--- src/rtl/psr_pkg.sv ---
package psr_pkg;

    localparam int DATA_W = 8;
    localparam int N_POS  = DATA_W - 1;
    localparam int V_POS  = DATA_W - 2;
    localparam int K_POS  = 5;
    localparam int B_POS  = 4;
    localparam int D_POS  = 3;
    localparam int I_POS  = 2;
    localparam int Z_POS  = 1;
    localparam int C_POS  = 0;

    localparam int OP_W   = 4;
    localparam int SEL_W  = 3;

    typedef enum logic [OP_W-1:0] {
        FOP_NOP      = 4'd0,
        FOP_SET_C    = 4'd1,
        FOP_CLR_C    = 4'd2,
        FOP_SET_D    = 4'd3,
        FOP_CLR_D    = 4'd4,
        FOP_CLR_V    = 4'd5,
        FOP_LOAD_NZ  = 4'd6,
        FOP_BIT_TEST = 4'd7,
        FOP_PULL     = 4'd8
    } flag_op_e;

    typedef enum logic [SEL_W-1:0] {
        BR_C_CLR = 3'd0,
        BR_C_SET = 3'd1,
        BR_N_CLR = 3'd2,
        BR_N_SET = 3'd3,
        BR_V_CLR = 3'd4,
        BR_V_SET = 3'd5,
        BR_Z_CLR = 3'd6,
        BR_Z_SET = 3'd7
    } br_cond_e;

    typedef enum logic {
        SO_HIGH = 1'b0,
        SO_LOW  = 1'b1
    } so_state_e;

    typedef struct packed {
        logic n;
        logic v;
        logic d;
        logic i;
        logic z;
        logic c;
    } flags_t;

    localparam flags_t FLAGS_RESET = '{n: 1'b0, v: 1'b0, d: 1'b0,
                                       i: 1'b1, z: 1'b0, c: 1'b0};

endpackage

--- src/rtl/psr_so_edge.sv ---
module psr_so_edge
    import psr_pkg::*;
#(
    parameter int SYNC_STAGES = 2
) (
    input  logic clk,
    input  logic rst_n,
    input  logic pin_n,
    output logic so_fall
);

    logic [SYNC_STAGES-1:0] sync_q;
    logic                   lvl;
    so_state_e              state_q;
    so_state_e              state_d;

    // synchroniser chain, idles high
    always_ff @(posedge clk) begin
        if (!rst_n) begin
            sync_q <= '1;
        end else begin
            sync_q <= {sync_q[SYNC_STAGES-2:0], pin_n};
        end
    end

    assign lvl = sync_q[SYNC_STAGES-1];

    // state register
    always_ff @(posedge clk) begin
        if (!rst_n) begin
            state_q <= SO_HIGH;
        end else begin
            state_q <= state_d;
        end
    end

    // next state and output
    always_comb begin
        state_d = state_q;
        so_fall = 1'b0;
        unique case (state_q)
            SO_HIGH: begin
                if (!lvl) begin
                    state_d = SO_LOW;
                    so_fall = 1'b1;
                end
            end
            SO_LOW: begin
                if (lvl) begin
                    state_d = SO_HIGH;
                end
            end
            default: begin
                state_d = SO_HIGH;
            end
        endcase
    end

    p_fall_single_r8: assert property (@(posedge clk) disable iff (!rst_n)
        so_fall |=> !so_fall);

    p_fall_needs_low_r8: assert property (@(posedge clk) disable iff (!rst_n)
        so_fall |-> !sync_q[SYNC_STAGES-1]);

endmodule

--- src/rtl/psr_next_flags.sv ---
module psr_next_flags
    import psr_pkg::*;
(
    input  flags_t             cur,
    input  flag_op_e           op,
    input  logic [DATA_W-1:0]  data,
    input  logic [DATA_W-1:0]  acc,
    input  logic               so_fall,
    output flags_t             nxt
);

    flags_t from_op;

    always_comb begin
        from_op = cur;
        case (op)
            FOP_SET_C:    from_op.c = 1'b1;
            FOP_CLR_C:    from_op.c = 1'b0;
            FOP_SET_D:    from_op.d = 1'b1;
            FOP_CLR_D:    from_op.d = 1'b0;
            FOP_CLR_V:    from_op.v = 1'b0;
            FOP_LOAD_NZ: begin
                from_op.n = data[N_POS];
                from_op.z = (data == '0);
            end
            FOP_BIT_TEST: begin
                from_op.n = data[N_POS];
                from_op.v = data[V_POS];
                from_op.z = ((acc & data) == '0);
            end
            FOP_PULL: begin
                from_op.n = data[N_POS];
                from_op.v = data[V_POS];
                from_op.d = data[D_POS];
                from_op.i = data[I_POS];
                from_op.z = data[Z_POS];
                from_op.c = data[C_POS];
            end
            default: from_op = cur;
        endcase
    end

    always_comb begin
        nxt = from_op;
        if (so_fall) begin
            nxt.v = 1'b1;
        end
    end

endmodule

--- src/rtl/psr_branch_eval.sv ---
module psr_branch_eval
    import psr_pkg::*;
(
    input  flags_t          f,
    input  logic [SEL_W-1:0] sel,
    output logic            taken
);

    br_cond_e cond;
    assign cond = br_cond_e'(sel);

    always_comb begin
        unique case (cond)
            BR_C_CLR: taken = !f.c;
            BR_C_SET: taken =  f.c;
            BR_N_CLR: taken = !f.n;
            BR_N_SET: taken =  f.n;
            BR_V_CLR: taken = !f.v;
            BR_V_SET: taken =  f.v;
            BR_Z_CLR: taken = !f.z;
            BR_Z_SET: taken =  f.z;
            default:  taken = 1'b0;
        endcase
    end

endmodule

--- src/rtl/psr_status_unit.sv ---
module psr_status_unit
    import psr_pkg::*;
(
    input  logic                  clk,
    input  logic                  rst_n,
    input  logic [OP_W-1:0]       op_code,
    input  logic [DATA_W-1:0]     op_data,
    input  logic [DATA_W-1:0]     acc_in,
    input  logic                  so_pin_n,
    input  logic [SEL_W-1:0]      br_sel,
    output logic [DATA_W-1:0]     status,
    output logic                  br_taken
);

    flags_t   flags_q;
    flags_t   flags_d;
    flag_op_e op;
    logic     so_fall;

    assign op = flag_op_e'(op_code);

    psr_so_edge #(.SYNC_STAGES(2)) u_so_edge (
        .clk     (clk),
        .rst_n   (rst_n),
        .pin_n   (so_pin_n),
        .so_fall (so_fall)
    );

    psr_next_flags u_next (
        .cur     (flags_q),
        .op      (op),
        .data    (op_data),
        .acc     (acc_in),
        .so_fall (so_fall),
        .nxt     (flags_d)
    );

    psr_branch_eval u_branch (
        .f     (flags_q),
        .sel   (br_sel),
        .taken (br_taken)
    );

    always_ff @(posedge clk) begin
        if (!rst_n) begin
            flags_q <= FLAGS_RESET;
        end else begin
            flags_q <= flags_d;
        end
    end

    always_comb begin
        status        = '0;
        status[N_POS] = flags_q.n;
        status[V_POS] = flags_q.v;
        status[K_POS] = 1'b1;
        status[B_POS] = 1'b0;
        status[D_POS] = flags_q.d;
        status[I_POS] = flags_q.i;
        status[Z_POS] = flags_q.z;
        status[C_POS] = flags_q.c;
    end

    p_set_c_r2: assert property (@(posedge clk) disable iff (!rst_n)
        (op_code == 4'd1) |=> status[C_POS]);

    p_clr_c_r2: assert property (@(posedge clk) disable iff (!rst_n)
        (op_code == 4'd2) |=> !status[C_POS]);

    p_set_d_r3: assert property (@(posedge clk) disable iff (!rst_n)
        (op_code == 4'd3) |=> status[D_POS]);

    p_clr_v_r4: assert property (@(posedge clk) disable iff (!rst_n)
        (op_code == 4'd5 && !so_fall) |=> !status[V_POS]);

    p_load_nz_r5: assert property (@(posedge clk) disable iff (!rst_n)
        (op_code == 4'd6) |=>
            (status[N_POS] == $past(op_data[N_POS])) &&
            (status[Z_POS] == ($past(op_data) == '0)) &&
            $stable(status[D_POS]) && $stable(status[C_POS]));

    p_bit_test_r6: assert property (@(posedge clk) disable iff (!rst_n)
        (op_code == 4'd7 && !so_fall) |=>
            (status[V_POS] == $past(op_data[V_POS])) &&
            (status[Z_POS] == (($past(acc_in) & $past(op_data)) == '0)));

    p_i_only_pull_r7: assert property (@(posedge clk) disable iff (!rst_n)
        (op_code != 4'd8) |=> $stable(status[I_POS]));

    p_pin_wins_r9: assert property (@(posedge clk) disable iff (!rst_n)
        so_fall |=> status[V_POS]);

    p_idle_r11: assert property (@(posedge clk) disable iff (!rst_n)
        (op_code == 4'd0 && !so_fall) |=> $stable(status));

    always_comb begin
        if (rst_n) begin
            p_fixed_bits_r1: assert (status[K_POS] && !status[B_POS]);
        end
    end

endmodule

--- config.mk ---
export PLATFORM = sky130hd
export DESIGN_NAME = psr_status_unit
export DESIGN_NICKNAME = d
export VERILOG_FILES = /design/src/rtl/psr_pkg.sv /design/src/rtl/psr_so_edge.sv /design/src/rtl/psr_next_flags.sv /design/src/rtl/psr_branch_eval.sv /design/src/rtl/psr_status_unit.sv
export SDC_FILE = /design/constraint.sdc
export NUM_CORES = 1
export LEC_CHECK = 0
export BUFFER_PORTS_ARGS = -buffer_cell sky130_fd_sc_hd__buf_2
export CAP_MARGIN = 20
export CORE_UTILIZATION = 39
export CTS_CLUSTER_DIAMETER = 150
export DETAILED_ROUTE_END_ITERATION = 8
export HOLD_SLACK_MARGIN = 0.08
export PLACE_DENSITY = 0.74
export SETUP_SLACK_MARGIN = 0.15
export SLEW_MARGIN = 5
export SYNTH_ARGS = -nofsm -noshare
export SYNTH_HDL_FRONTEND = slang
export SYNTH_SLANG_ARGS = --single-unit
--- constraint.sdc ---
create_clock -name clk -period 1.75 [get_ports clk]
set_input_delay 0.35 -clock clk [delete_from_list [all_inputs] [get_ports clk]]
set_output_delay 0.35 -clock clk [all_outputs]
set_load 0.02 [all_outputs]
# ---- Word level (Yosys, flattened, before mapping)
# Cells that the tools add are included.
# W data, S select, Z words.
dict set report op_classes {
  n_eq_ne 15
  n_mux 8
  bitwise_logic 1
  reduce_logical 13
}
# operator count
set ops {}
lappend ops {{$eq A4 B3 Y1 const B} 4}
lappend ops {{$logic_not A8 Y1} 2}
lappend ops {{$eq A3 B3 Y1 const B} 4}
lappend ops {{$reduce_bool A3 Y1} 4}
lappend ops {{$pmux W1 S3} 3}
lappend ops {{$and A8 B8 Y8} 1}
lappend ops {{$eq A4 B2 Y1 const B} 2}
lappend ops {{$pmux W1 S8} 1}
lappend ops {{$eq A3 B2 Y1 const B} 2}
lappend ops {{$eq A4 B1 Y1 const B} 1}
lappend ops {{$eq A4 B4 Y1 const B} 1}
lappend ops {{$logic_not A1 Y1} 4}
lappend ops {{$eq A3 B1 Y1 const B} 1}
lappend ops {{$logic_not A3 Y1} 1}
lappend ops {{$mux W1} 3}
lappend ops {{$reduce_or A3 Y1} 1}
lappend ops {{$pmux W1 S2} 1}
lappend ops {{$reduce_or A2 Y1} 1}
dict set report totals {
  regBits 9
  in_bits 26
  output_inout_bits 9
}

# ---- Logic depth before layout (Yosys ltp)
# Gate-level depths: netlist of run 1.
dict set report depth {
  ltp_word 4
  depth_mapped 5
  mapped_depth_nobuf 4
}

# ---- Cells and area by module
# A second synthesis of run 1 with hierarchy kept.
dict set report hier_totals {
  cells_unflattened 70
  hier_area_um2 603.1
}
# module n_inst cells_per_inst area_per_inst_um2
set modules_own_cells {}
lappend modules_own_cells {psr_next_flags 1 45 306.5}
lappend modules_own_cells {psr_status_unit 1 16 180.2}
lappend modules_own_cells {psr_so_edge 1 7 85.1}
lappend modules_own_cells {psr_branch_eval 1 2 31.3}

# ---- Worst setup path after synthesis of run 1
# No wires, ideal clock.
dict set report synth_timing {
  path_type {register -> output}
  startpoint {register flags_q, in the netlist status[1]}
  endpoint {output port br_taken}
  arrival_ns 1.260
  slack_ns 0.140
  stages_incl_launch_ff 3
  path_buffers 0
  path_cell_list {dfxtp_1 -> mux4_2 -> xnor2_1}
}
dict set report synth_between {
  elab_chain_len 2
}
# item line
set synth_rtl {}
lappend synth_rtl {{start: declaration} psr_status_unit.sv:15} ;# flags_t flags_q;
lappend synth_rtl {{start signal: assignment} psr_status_unit.sv:48} ;# flags_q <= flags_d;
lappend synth_rtl {{$logic_not A1 Y1} psr_branch_eval.sv:20} ;# BR_Z_CLR: taken = !f.z;
lappend synth_rtl {{$pmux W1 S8 (*)} psr_branch_eval.sv:13} ;# unique case (cond)
lappend synth_rtl {{end: declaration} psr_status_unit.sv:12} ;# output logic br_taken
# Mark *: on every way between the ends. The rest lies on a longest branch, timed or not.

# ---- Final worst setup path of run 1
# Same ends and word-level chain as after synthesis.

==> flow_summary.ini, run 1 <==
[timing]
finalHoldViolations = 0
setup_slack_ns = 0.0351
final.setup_skew_ns = 0.00211
fin_crit_ns = 1.71
hold-worst-slack_ns = 0.295
drv_slew = 0
rsz0062_at_grt = true
post-route-period-util_pct = 98.0
fmaxAchievable_mhz = 583
timing.setup.tns_ns = 0
setup_viol = 0

[global_route]
antenna_found_initial = 0
grt_start_max_net_pins = 10
grt_busiest_layer = met2
grt_first_pass_wirelength_um = 2110
groute.usage.overall_pct = 21.3
global_routing_usage_on_met1_pct = 23.9
grt.overflow.total = 0
grt.met3_usage_pct = 8.67
groute.layer.met2.usage_pct = 34.6
grt_pass1_vias = 516

[cts]
clock_tree.root_cell = sky130_fd_sc_hd__clkbuf_4
numCtsBuffers = 3
clock-sinks = 9
clk_latency_ns = 0.26
worst_setup_hold_path_clk_slew_ns = 0.06
clock_tree_from_tritoncts = built
cts-htree-levels = 1
post_cts_hold_buffer_count = 0
cts.path.max_buffers = 2

[power]
share_clk_of_total_power_pct = 31.1
cellLeakagePower_uw = 0.000361
power.share.combinational_pct = 25.3
cell_internal_pwr_uw = 368
pwr-share-seq_pct = 43.7
net-switching-power_uw = 144
power_switching_share_pct = 28.2
ir_drop_mv = 0.298
p_per_cell_area_nw_per_um2 = 681

[floorplanning]
initial_core_utilization_pct = 44.6
full_die_area_um2 = 1510
rows = 12
die-height_um = 38.8
core_area_um2 = 1190
io_pins = 35
die_width_um = 38.8

[setup_path]
r2r_slack_ns = 0.90
worst_path_required_time_ns = 1.40
crit_arrival_ns = 1.36
worst_setup_path_start_kind = flop
worstSetupEndpointType = output port
worstRegToRegCells = 3
critical_path_launch_point = status[1]
crit_type = flop to output port
crit_path_max_fanout = 2
regToRegStartpoint = status[0]
crit_end = br_taken
regToRegEndpoint = status[0]

[detailed_routing]
detail_route.vias_per_cell = 5.52
wirelength_um = 1280
first_pass_iters = 4
initialDrtViolationCount = 13
num_vias = 602
drcViolationCount = 0
antenna_violating_nets_post_route = 0
wl_per_cell_um = 11.7

[synth]
synth.area.top_cells = sky130_fd_sc_hd__dfxtp_1, sky130_fd_sc_hd__a21boi_2, sky130_fd_sc_hd__a22oi_1
synthesis.area_per_instance_um2 = 9.13
synth_top_cell_by_area = sky130_fd_sc_hd__dfxtp_1
netlist-cell-type-count = 30
syn-num-nets = 84
post-synth-top-count-cell = sky130_fd_sc_hd__dfxtp_1
yosysWarningCount = 0
synthFlopType = sky130_fd_sc_hd__dfxtp_1
synth.cell_area_um2 = 529
yosysTopAreaCellShare_pct = 34.0
netlist_top_cells_count = sky130_fd_sc_hd__dfxtp_1, sky130_fd_sc_hd__nand2_1, sky130_fd_sc_hd__o21ai_0
ys_seq_elements = 9
ys_async_sr_fraction_pct = 0
netlist_instances = 58
synth_enable_flop_cells = 0
synth_seq_area_share_pct = 34.0

[place]
post-place-ws_ns = 0.0876
gp_weighted_congestion = 0.910
count_of_input_and_output_buffers = 32
dp.final_hpwl_um = 989
place_area_um2 = 696

[layout]
design.final.nets = 122
antenna-diode-count = 0
final_layout_size_suffix_gt1_share_pct = 51.6
final_cell_area_um2 = 752
synthToLayoutAreaGrowth_pct = 42.1

[run]
cap_violations = 0

[status]
outcome = complete, no violations

[hold_path]
min_path_type = input port to flop
-- per-stage QoR --
step / util, % / std cells / power, µW
after global routing: 63.4 / 109 / 543
final: 63.4 / 109 / 512
after CTS: 63.4 / 109 / 519
after global placement: 58.6 / 102 / 345
after detailed placement: 58.6 / 102 / 348
after floorplan: - / 58 / 292
-- worst max-delay path, cell delays in order, from the launching register on --
cell	delay [ns]
sky130_fd_sc_hd__dfxtp_2	0.32
sky130_fd_sc_hd__mux4_2	0.49
sky130_fd_sc_hd__xnor2_2	0.14
sky130_fd_sc_hd__buf_4	0.15
-- layout by cell type, fill, tap and decap left out, types with 2 or more instances in the layout --
cell type                  Yosys  layout
sky130_fd_sc_hd__conb_1        2       2
sky130_fd_sc_hd__buf_2         0      31
sky130_fd_sc_hd__nand2b_1      3       3
sky130_fd_sc_hd__a211oi_1      2       2
sky130_fd_sc_hd__buf_4         2       5
sky130_fd_sc_hd__nand4_1       2       2
sky130_fd_sc_hd__dfxtp_2       0       4
sky130_fd_sc_hd__mux2i_1       2       2
sky130_fd_sc_hd__a22oi_1       3       3
sky130_fd_sc_hd__nor2_1        2       2
sky130_fd_sc_hd__nand2_1       4       4
sky130_fd_sc_hd__a31oi_1       2       2
sky130_fd_sc_hd__dfxtp_1       9       5
sky130_fd_sc_hd__clkbuf_4      0       3
sky130_fd_sc_hd__a21boi_2      2       2
sky130_fd_sc_hd__nor4_1        2       2
sky130_fd_sc_hd__nor3_1        2       2
sky130_fd_sc_hd__o21ai_0       4       4
-- cell type report --
class,count,area [µm²]
Fill cell,96,434
Multi-Input combinational cell,46,330
Timing Repair Buffer,36,193
Sequential cell,9,185
Clock buffer,4,26.3
Tap cell,14,17.5
-- sequential cells by signal, indices dropped and copies added, names as in the netlist --
register           flops
status                 6
u_so_edge.state_q      1
u_so_edge.sync_q       2
-- kinds of logic (layout without fill, tap and decap cells) --
kind of cell	count (synthesis)	after routing	synth area share, %
flip-flops	9	9	34.0
AND/OR/NAND/NOR	22	22	25.3
multiplexers	3	3	8.04
other	2	2	1.42
AO/OA/AOI/OAI	18	18	24.6
XOR/XNOR	1	1	1.66
buffers and inverters	3	40	4.96
-- worst min path at each step --
stage                                    from                  end  slack (ns)  cells past startpoint
after global placement    u_so_edge.sync_q[0]  u_so_edge.sync_q[1]        0.39                      1
after detailed placement  u_so_edge.sync_q[0]  u_so_edge.sync_q[1]        0.40                      1
after global routing                 so_pin_n  u_so_edge.sync_q[0]        0.30                      2
final                                so_pin_n  u_so_edge.sync_q[0]        0.29                      2
after CTS                            so_pin_n  u_so_edge.sync_q[0]        0.28                      2
after floorplan           u_so_edge.sync_q[0]  u_so_edge.sync_q[1]        0.39                      1
-- layer usage --
metal	wire [µm]	share of wire [%]	up-vias
met1	566	44	268
met4	22	1.7	0
met3	109	8.5	4
met5	0	0	-
li1	-	-	294
met2	581	45	36
-- power by group through the flow --
stage	clock, µW	sequential [µW]	combinational [µW]
finish	159	224	129
global route	176	225	142
CTS	165	224	129
detailed placement	0	229	119
global placement	0	228	117
floorplan	0	238	54.4
-- repair_timing --
action,4_1_cts,5_1_grt
endpoints found under the setup margin,1,1
buffers inserted,3,0
gates resized for setup,5,0
Note: power is estimated with default switching activity, not from simulation.
==> inputs of run 2 (changes only) <==
RECOVER_POWER = 100   (was unset)
==> flow_summary.ini, run 2 (same netlist as run 1, synthesis figures left out) <==
[status]
outcome = complete, no violations

[layout]
fill_cells = 100
synthToLayoutAreaGrowth_pct = 39.7
final_layout_size_suffix_gt1_share_pct = 43.2
antenna-diode-count = 0
layout_commonest_cell = sky130_fd_sc_hd__buf_2
largest_reg_flops = 6
layout_common_cells = sky130_fd_sc_hd__buf_2, sky130_fd_sc_hd__clkbuf_1, sky130_fd_sc_hd__buf_4, sky130_fd_sc_hd__dfxtp_1
finish.utilization_pct = 62.3
design.final.nets = 122

[setup_path]
crit_arrival_ns = 1.36
worst_setup_path_start_kind = flop
worstSetupEndpointType = output port
worst_path_required_time_ns = 1.40
crit_path_max_fanout = 2
crit_type = flop to output port
worstRegToRegCells = 3

[cts]
cts-htree-levels = 1
cts.path.max_buffers = 2
post_cts_hold_buffer_count = 0
clk_latency_ns = 0.26
clock-sinks = 9
worst_setup_hold_path_clk_slew_ns = 0.06
clock_tree_from_tritoncts = built
numCtsBuffers = 3
clock_tree.root_cell = sky130_fd_sc_hd__clkbuf_4

[timing]
fmaxAchievable_mhz = 584
hold-worst-slack_ns = 0.295
post-route-period-util_pct = 97.9
rsz0062_at_grt = true
finalHoldViolations = 0
drv_slew = 0
final.setup_skew_ns = 0.00284
setup_viol = 0
fin_crit_ns = 1.71

[power]
net-switching-power_uw = 144
power_switching_share_pct = 28.3
cellLeakagePower_uw = 0.000337
cell_internal_pwr_uw = 365
share_clk_of_total_power_pct = 31.2
pwr-share-seq_pct = 44.0
p_total_uw = 509
power.share.combinational_pct = 24.8
p_per_cell_area_nw_per_um2 = 688
ir_drop_mv = 0.295

[detailed_routing]
drcViolationCount = 0
antenna_violating_nets_post_route = 0
wl_per_cell_um = 11.9
wirelength_um = 1300
initialDrtViolationCount = 14
num_vias = 586
detail_route.vias_per_cell = 5.38
first_pass_iters = 4

[global_route]
grt_pass1_vias = 516
grt.overflow.total = 0
antenna_found_initial = 0
grt_first_pass_wirelength_um = 2110
grt_start_max_net_pins = 10
groute.usage.overall_pct = 21.3

[floorplanning]
initial_core_utilization_pct = 44.6
die_width_um = 38.8
io_pins = 35
die-height_um = 38.8
full_die_area_um2 = 1510
rows = 12
core_area_um2 = 1190

[place]
dp.final_hpwl_um = 989
gp_weighted_congestion = 0.910
count_of_input_and_output_buffers = 32

[run]
cap_violations = 0

[hold_path]
timing.hold.worst_path_depth = 2
min_path_type = input port to flop
run 2: cell types whose count changed in the layout (fill, tap and decap cells not counted), sizes merged:
cell / change
buf: -7
clkbuf: +7
run 2: final timing paths:
kind	slack, ns	startpoint	endpoint
hold reg to reg	0.41	u_so_edge.sync_q[0]	u_so_edge.sync_q[1]
setup / recovery	0.04	status[1]	br_taken
hold / removal	0.30	so_pin_n	u_so_edge.sync_q[0]
setup reg to reg	0.90	status[0]	status[0]
run 2: timing repair:
action                     4_1_cts  5_1_grt
setup buffers                    3        0
setup endpoints to repair        1        1
resized for setup                5        0
run 2: routing by layer:
metal / wire length, µm / vias to the layer above / track usage (%)
li1: - / 294 / -
met1: 596 / 253 / 23.9
met5: 0 / - / 0
met3: 102 / 4 / 8.67
met4: 22 / 0 / 10.3
met2: 576 / 35 / 34.6
run 2: through the flow:
step           instances  setup slack, ns  setup TNS, ns  cell area, µm²
2_1_floorplan         58            0.247              0             537
3_3_place_gp         102            0.141              0             696
3_5_place_dp         102           0.0876              0             696
4_1_cts              109           0.0237              0             752
5_1_grt              109         -0.00891       -0.00891             739
6_report             109           0.0370              0             739
run 2: layout make-up:
type	count	area [µm²]	share of cell area [%]
Tap cell	14	17.5	2.37
Sequential cell	9	185	25.0
Clock buffer	4	26.3	3.55
Timing Repair Buffer	36	184	24.9
Multi-Input combinational cell	46	327	44.2
run 2: power groups by stage:
| stage | sequential (µW) | combinational (µW) | clock [µW] |
|---|---|---|---|
| after floorplan | 238 | 54.4 | 0 |
| after global placement | 228 | 117 | 0 |
| after detailed placement | 229 | 119 | 0 |
| after CTS | 224 | 129 | 165 |
| after global routing | 225 | 138 | 176 |
| final | 224 | 126 | 159 |
run 2: worst max-delay path, stage by stage (launching register included):
cell	delay, ns
sky130_fd_sc_hd__dfxtp_2	0.32
sky130_fd_sc_hd__mux4_2	0.49
sky130_fd_sc_hd__xnor2_2	0.14
sky130_fd_sc_hd__buf_4	0.15
==> inputs of run 3 (changes only) <==
ABC_AREA = 1   (was unset)
CORE_UTILIZATION = 41   (was 39)
PLACE_DENSITY = 0.75   (was 0.74)
==> flow_summary.ini, run 3 <==
[layout]
finish.utilization_pct = 57.5
layout_common_cells = sky130_fd_sc_hd__nand2_1, sky130_fd_sc_hd__buf_2, sky130_fd_sc_hd__nor2_1
layout_commonest_cell = sky130_fd_sc_hd__nand2_1
largest_reg_flops = 6
antenna-diode-count = 0
design.final.nets = 160
synthToLayoutAreaGrowth_pct = 28.9
final_cell_area_um2 = 758
final_layout_size_suffix_gt1_share_pct = 27.1

[floorplanning]
core_area_um2 = 1320
die-height_um = 39.9
die_width_um = 39.9
full_die_area_um2 = 1590
rows = 13
initial_core_utilization_pct = 44.6
io_pins = 35

[place]
post-place-ws_ns = 0.291
count_of_input_and_output_buffers = 32
gp_weighted_congestion = 0.839
dp.final_hpwl_um = 1090
place_area_um2 = 752

[synth]
synth_enable_flop_cells = 0
synth_seq_area_share_pct = 30.6
ys_seq_elements = 9
syn-num-nets = 125
yosysWarningCount = 0
synth.area.top_cells = sky130_fd_sc_hd__dfxtp_1, sky130_fd_sc_hd__nand2_1, sky130_fd_sc_hd__nor2_1
ys_async_sr_fraction_pct = 0
netlist-cell-type-count = 19
synth_top_cell_by_area = sky130_fd_sc_hd__dfxtp_1
synthesis.area_per_instance_um2 = 5.94
yosysTopAreaCellShare_pct = 30.6
synthFlopType = sky130_fd_sc_hd__dfxtp_1
post-synth-top-count-cell = sky130_fd_sc_hd__nand2_1
netlist_top_cells_count = sky130_fd_sc_hd__nand2_1, sky130_fd_sc_hd__nor2_1, sky130_fd_sc_hd__dfxtp_1, sky130_fd_sc_hd__inv_1, sky130_fd_sc_hd__nand3_1
synth.cell_area_um2 = 588
netlist_instances = 99

[setup_path]
worst_path_required_time_ns = 1.40
r2r_slack_ns = 0.93
crit_path_max_fanout = 3
worst_setup_path_start_kind = flop
crit_arrival_ns = 1.20
crit_type = flop to output port
worstSetupEndpointType = output port

[power]
cellLeakagePower_uw = 0.000406
p_per_cell_area_nw_per_um2 = 669
ir_drop_mv = 0.345
p_total_uw = 507

[cts]
cts.path.max_buffers = 2
clock_tree_from_tritoncts = built
clock-sinks = 9
post_cts_hold_buffer_count = 0
clk_latency_ns = 0.25
cts-htree-levels = 1
clock_tree.root_cell = sky130_fd_sc_hd__clkbuf_4
worst_setup_hold_path_clk_slew_ns = 0.06
numCtsBuffers = 3
post_cts.resized_instances = 0
post-cts-setup-buffers = 0

[timing]
final.setup_skew_ns = 0.000315
drv_slew = 0
post-route-period-util_pct = 88.8
fin_crit_ns = 1.55
fmaxAchievable_mhz = 644
setup_viol = 0
rsz0062_at_grt = true
setup_slack_ns = 0.196
finalHoldViolations = 0
timing.setup.tns_ns = 0

[detailed_routing]
wirelength_um = 1370
antenna_violating_nets_post_route = 0
num_vias = 698
first_pass_iters = 4
wl_per_cell_um = 9.22
detail_route.vias_per_cell = 4.72
initialDrtViolationCount = 16
drcViolationCount = 0

[hold_path]
min_path_type = input port to flop

[run]
cap_violations = 0

[global_route]
antenna_found_initial = 0
grt_pass1_vias = 547
groute.usage.overall_pct = 18.1
grt_first_pass_wirelength_um = 1930
grt_start_max_net_pins = 9
grt.overflow.total = 0

[status]
outcome = complete, no violations
[run 3: cell types whose count changed after synthesis, sizes merged, moves of 3 or more]
cell / previous run / this run
nor2: 2 / 17
a22oi: 3 / 0
nand2b: 3 / 0
or2: 0 / 3
nand2: 5 / 32
o21ai: 5 / 8
a21oi: 1 / 4
nand3: 1 / 9
inv: 0 / 10
[run 3: stage by stage]
step,hold slack (ns),instances
floorplan,0.384,99
global placement,0.387,144
detailed placement,0.393,144
CTS,0.276,148
global route,0.287,148
finish,0.280,148
[run 3: area by class of cell]
class,count,area (µm²)
Fill cell,148,559
Clock buffer,4,26.3
Sequential cell,9,183
Timing Repair Buffer,32,150
Multi-Input combinational cell,78,343
Inverter,10,37.5
Tap cell,15,18.8
[run 3: worst paths after layout]
path                             from  cells past startpoint             endpoint
setup / recovery            status[6]                      5             br_taken
hold / removal               so_pin_n                      2  u_so_edge.sync_q[0]
setup reg to reg    u_so_edge.state_q                      4            status[6]
hold reg to reg   u_so_edge.sync_q[1]                      1    u_so_edge.state_q
[run 3: per-layer routing]
layer  GRT usage (%)  vias up  part of all wire (%)  wire length (µm)
met3            1.70        4                   5.9                81
met2            33.9       34                    46               629
met5               0        -                     0                 0
met4            10.3        0                   2.0                27
li1                -      375                     -                 -
met1            18.8      285                    46               626
[run 3: critical path, cell delays in order, from the launching register on]
cell                       delay, ns
sky130_fd_sc_hd__dfxtp_2        0.33
sky130_fd_sc_hd__o21a_1         0.16
sky130_fd_sc_hd__o21ai_1        0.06
sky130_fd_sc_hd__nand2_1        0.07
sky130_fd_sc_hd__xnor2_1        0.15
sky130_fd_sc_hd__clkbuf_2       0.18
[run 3: cells by family (layout without fill, tap and decap cells)]
family | Yosys count | in the layout | synth area share, %
AOI/OAI and AO/OA | 13 | 13 | 12.1
and+or+nand+nor | 62 | 62 | 45.5
xor gates and xnor gates | 1 | 1 | 1.49
buffers and inverters | 12 | 46 | 8.93
other | 2 | 2 | 1.28
DFF | 9 | 9 | 30.6
[run 3: power breakdown]
group | leakage, µW | internal, µW | switching (µW)
Sequential | 0.0000747 | 216 | 6.07
Combinational | 0.000317 | 50.5 | 75.4
Clock | 0.0000150 | 87.8 | 71.2
Total | 0.000406 | 354 | 153
